File: src/rtl/align_pkg.sv
// Shared definitions for the memory alignment unit.
// Assumes a memory word made of exactly two byte lanes.
package align_pkg;
    localparam int unsigned LANES = 2;
    typedef enum logic {SZ_BYTE = 1'b0, SZ_WORD = 1'b1} acc_size_e;
endpackage

File: src/rtl/load_extract.sv
// Load path: picks the byte addressed by the LSB and sign-extends it,
// or passes the full word. Assumes DATA_W is even.
module load_extract #(
    parameter int unsigned DATA_W = 16
) (
    input  logic [DATA_W-1:0] word_in,
    input  logic              lsb,
    input  logic              is_word,
    output logic [DATA_W-1:0] bus_out
);
    localparam int unsigned BYTE_W = DATA_W / 2;

    logic [BYTE_W-1:0] lane_byte;

    // Choose the byte lane from the address LSB.
    always_comb begin
        lane_byte = lsb ? word_in[DATA_W-1:BYTE_W] : word_in[BYTE_W-1:0];
    end

    // Width select between sign-extended byte and full word.
    always_comb begin
        if (is_word == align_pkg::SZ_WORD)
            bus_out = word_in;
        else
            bus_out = {{BYTE_W{lane_byte[BYTE_W-1]}}, lane_byte};
    end

    // a byte result has its whole upper half equal to the byte sign.
    always_comb begin
        if (!is_word)
            a_r1_byte_sext: assert ($countones(bus_out[DATA_W-1:BYTE_W-1]) == 0 ||
                                    $countones(bus_out[DATA_W-1:BYTE_W-1]) == BYTE_W + 1);
    end
endmodule

File: src/rtl/store_replicate.sv
// Store path: replicates the low source byte into both halves for byte
// stores, passes the source word for word stores.
module store_replicate #(
    parameter int unsigned DATA_W = 16
) (
    input  logic [DATA_W-1:0] src,
    input  logic              is_word,
    output logic [DATA_W-1:0] store_out
);
    localparam int unsigned BYTE_W = DATA_W / 2;

    // Build the store word for the data register.
    always_comb begin
        if (is_word == align_pkg::SZ_WORD)
            store_out = src;
        else
            store_out = {align_pkg::LANES{src[BYTE_W-1:0]}};
    end

    // byte store data carries identical halves.
    always_comb begin
        if (!is_word)
            a_r4_halves_equal: assert (store_out[DATA_W-1:BYTE_W] == store_out[BYTE_W-1:0]);
    end
endmodule

File: src/rtl/lane_enable.sv
// Byte-lane write enable generation and misalignment flag.
// Assumes only a word access at an odd address is misaligned.
module lane_enable (
    input  logic lsb,
    input  logic is_word,
    input  logic is_write,
    input  logic cyc_en,
    output logic en_hi,
    output logic en_lo,
    output logic bad_align
);
    logic wr_cyc;

    // Qualify the write request with the memory cycle enable.
    always_comb begin
        wr_cyc    = cyc_en & is_write;
        bad_align = cyc_en & is_word & lsb;
    end

    // Decode the lanes to write.
    always_comb begin
        en_hi = 1'b0;
        en_lo = 1'b0;
        if (wr_cyc && !bad_align) begin
            if (is_word) begin
                en_hi = 1'b1;
                en_lo = 1'b1;
            end else begin
                en_hi = lsb;
                en_lo = ~lsb;
            end
        end
    end

    // Guard the enable outputs against the request inputs.
    always_comb begin
        if (!is_write || !cyc_en)
            a_r7_r8_no_write: assert (!en_hi && !en_lo);
        if (!is_word)
            a_r5_single_lane: assert (!(en_hi && en_lo));
        if (bad_align)
            a_r9_blocked: assert (!en_hi && !en_lo);
        if (!cyc_en)
            a_r8_no_flag: assert (!bad_align);
    end
endmodule

File: src/rtl/mem_align_unit.sv
// Top of the alignment unit: load extraction, store replication and
// byte-lane write enables. Purely combinational.
module mem_align_unit #(
    parameter int unsigned DATA_W = 16
) (
    input  logic [DATA_W-1:0] mdr_q,
    input  logic [DATA_W-1:0] src_reg,
    input  logic              addr_lsb,
    input  logic              size_word,
    input  logic              wr_not_rd,
    input  logic              mem_cyc_en,
    output logic [DATA_W-1:0] load_bus,
    output logic [DATA_W-1:0] store_mdr,
    output logic              we_hi,
    output logic              we_lo,
    output logic              misalign
);
    load_extract #(.DATA_W(DATA_W)) u_load (
        .word_in (mdr_q),
        .lsb     (addr_lsb),
        .is_word (size_word),
        .bus_out (load_bus)
    );

    store_replicate #(.DATA_W(DATA_W)) u_store (
        .src       (src_reg),
        .is_word   (size_word),
        .store_out (store_mdr)
    );

    lane_enable u_we (
        .lsb       (addr_lsb),
        .is_word   (size_word),
        .is_write  (wr_not_rd),
        .cyc_en    (mem_cyc_en),
        .en_hi     (we_hi),
        .en_lo     (we_lo),
        .bad_align (misalign)
    );

    // aligned word write reaches both lanes.
    always_comb begin
        if (mem_cyc_en && wr_not_rd && size_word && !addr_lsb)
            a_r6_word_both: assert (we_hi && we_lo);
    end
endmodule

File: config.mk
export PLATFORM = sky130hd
export DESIGN_NAME = mem_align_unit
export DESIGN_NICKNAME = d
export VERILOG_FILES = /design/src/rtl/align_pkg.sv /design/src/rtl/load_extract.sv /design/src/rtl/store_replicate.sv /design/src/rtl/lane_enable.sv /design/src/rtl/mem_align_unit.sv
export SDC_FILE = /design/constraint.sdc
export NUM_CORES = 1
export LEC_CHECK = 0
export CAP_MARGIN = 30
export CORE_MARGIN = 2
export CORE_UTILIZATION = 24
export DETAILED_ROUTE_END_ITERATION = 12
export GPL_ROUTABILITY_DRIVEN = 0
export PLACE_DENSITY = 0.95
export SLEW_MARGIN = 0
export SYNTH_ARGS = -nofsm -noshare
export SYNTH_HDL_FRONTEND = slang
export SYNTH_SLANG_ARGS = --single-unit
File: constraint.sdc
create_clock -name vclk -period 1.55
set_input_delay 0.31 -clock vclk [all_inputs]
set_output_delay 0.31 -clock vclk [all_outputs]
set_load 0.05 [all_outputs]
==> flow_metrics.py <==
metrics = {
    "sta": {
        "setup_viol": 2,
        "worst_slew_pin_slew_ns": 0.195,
        "final-hold-violation-count": 0,
        "maxSlewViolCount": 0,
        "fmax_mhz": 642,
        "holdWs_ns": 1.03,
        "max_slew_margin": 0.867,
        "rsz0062_at_grt": "yes",
        "post-route-period-util": 1.00,
        "setup_ws_ns": -0.00653,
        "period_needed_ns": 1.56,
    },
    "place": {
        "placed_cells": 148,
        "hpwl_um": 1850,
        "port_buffers": 71,
    },
    "status": {
        "violations": "negative setup slack",
        "status": "finished with violations",
    },
    "finish": {
        "flops_and_latches": 0,
        "drive_above_1_share": 0.675,
        "multi_input_area_um2": 488,
        "seqCellArea_um2": 0,
        "area_growth_pct": 239,
        "insertedDiodeCount": 0,
        "fillers": 92,
        "nClkBuffers": 0,
        "fin_nets": 164,
        "stdcell_count": 151,
    },
    "routing": {
        "ant_nets": 0,
        "wire_per_inst_um": 18.1,
        "routed_wl_um": 2730,
        "viasPerCell": 4.48,
        "route.detailed.drc": 0,
        "num_vias": 676,
        "initialDrtViolationCount": 2,
        "dr.pass1.iters": 2,
    },
    "floorplan": {
        "start_util": 0.261,
        "ios": 71,
        "dieArea_um2": 2280,
        "die-height_um": 47.8,
        "coreArea_um2": 1760,
        "die_w_um": 47.8,
        "num_rows": 15,
    },
    "power_and_ir_drop": {
        "power_leakage_nw": 0.731,
        "pwr_density_cell_nw_per_um2": 482,
        "ir_drop_mv": 0.378,
        "design_power_total_uw": 752,
    },
    "grt": {
        "grt-ovfl-total": 0,
        "grt_use_total": 0.231,
        "grt_pass1_wl_um": 3590,
        "antenna_found_initial": 0,
        "grt_max_degree": 10,
        "grt_pass1_vias": 762,
    },
    "critical_path": {
        "path_max_fanout": 2,
        "crit_arrival_ns": 1.25,
        "path_delay_family": "buffers and inverters",
        "critical_path_class": "input pin to output port",
        "cp-start-kind": "input pin",
        "slowest_stage": "clkdlybuf4s50_1",
        "cp.required_ns": 1.24,
        "path_cells": "clkdlybuf4s50_1 > nand2_2 > nor2_2 > buf_12",
        "slowest_delay_ns": 0.52,
        "critical_path_buf_inv_count": 2,
        "cp-end-kind": "output port",
    },
    "synthesis": {
        "syn_avg_cell_area_um2": 9.21,
        "yosys_warnings": 0,
        "synth.area.top_cells": "mux2_4 26%, mux2_2 22%, mux2i_1 17%",
        "ys_seq_area_frac": 0,
        "syn_nets": 86,
        "synth_top_cell_area_share": 0.261,
        "synth_largest_area_cell": "mux2_4",
        "synthCells": 50,
        "ys_types": 12,
        "synthTopCellsByCount": "9 x buf_4, 9 x mux2_2, 8 x mux2_4, 8 x mux2i_1, 7 x inv_1",
        "synth.cell_area_um2": 460,
    },
    "min_path": {
        "hold_path.class": "input pin to output port",
        "min_to": "store_mdr[2]",
        "hp-start": "src_reg[2]",
        "whs_path_depth": 2,
    },
    "flow_run": {
        "maxCapViolations": 0,
    },
    "clock_tree": {
        "holdBufCountCts": 0,
    },
}
## repair_timing
action	4_1_cts	5_1_grt
pin swaps	1	1
gates resized for setup	34	10
cloned	1	0
buffers inserted	2	0
setup endpoints to repair	27	8
## placed cells by master (no fill, tap or decap)
cell / Yosys / layout
dlymetal6s2s_1: 0 / 2
mux2_4: 8 / 9
inv_2: 0 / 1
a21oi_4: 0 / 1
mux2i_4: 0 / 8
buf_6: 2 / 6
buf_12: 0 / 21
nor2_2: 0 / 2
clkdlybuf4s50_1: 0 / 29
nand2_2: 0 / 1
nand2b_4: 1 / 3
buf_4: 9 / 23
clkdlybuf4s15_1: 0 / 1
mux2_2: 9 / 8
and3_1: 1 / 1
buf_2: 0 / 2
inv_1: 7 / 6
dlygate4sd2_1: 0 / 2
## layer usage
layer  GRT usage  part of all wire  vias up
met5           0                 0        -
met4      0.0811             0.032        0
met3      0.0755             0.093        8
met2       0.464              0.53       55
met1       0.209              0.35      296
li1            -                 -      317
## power by group
part	total (mW)	internal [mW]	switching, mW
clock	0	0	0
combinational	0.752	0.364	0.388
sequential	0	0	0
total	0.752	0.364	0.388
## cell families (layout without fill, tap and decap cells)
family / Yosys count / after routing / share of synthesized area
muxes: 25 / 25 / 0.655
AOI/OAI and AO/OA: 1 / 1 / 0.0109
and+or+nand+nor: 6 / 7 / 0.0815
buffers and inverters: 18 / 93 / 0.253
## layout make-up
class,instances,area share
repair buffers,86,0.650
inverters,7,0.0169
well taps,25,0.0201
multi-input cells,33,0.313
## worst max path at each step
stage | to | slack (ns) | startpoint | depth (start not counted)
after floorplan | load_bus[10] | -0.24 | size_word | 3
after global placement | load_bus[8] | -0.52 | addr_lsb | 4
after detailed placement | load_bus[10] | -0.58 | addr_lsb | 4
after CTS | we_hi | 0.01 | mem_cyc_en | 4
after global routing | we_lo | -0.04 | mem_cyc_en | 4
final | we_lo | -0.007 | mem_cyc_en | 4
## per-stage QoR
step	util	instance area, um^2	worst slack, ns	setup TNS [ns]
global route	0.884	1560	-0.0448	-0.142
finish	0.884	1560	-0.00653	-0.0125
detailed placement	0.780	1380	-0.578	-10.47
floorplan	-	464	-0.242	-1.69
global placement	0.780	1380	-0.521	-9.84
CTS	0.864	1520	0.0124	0
(Power assumes the default switching activity.)
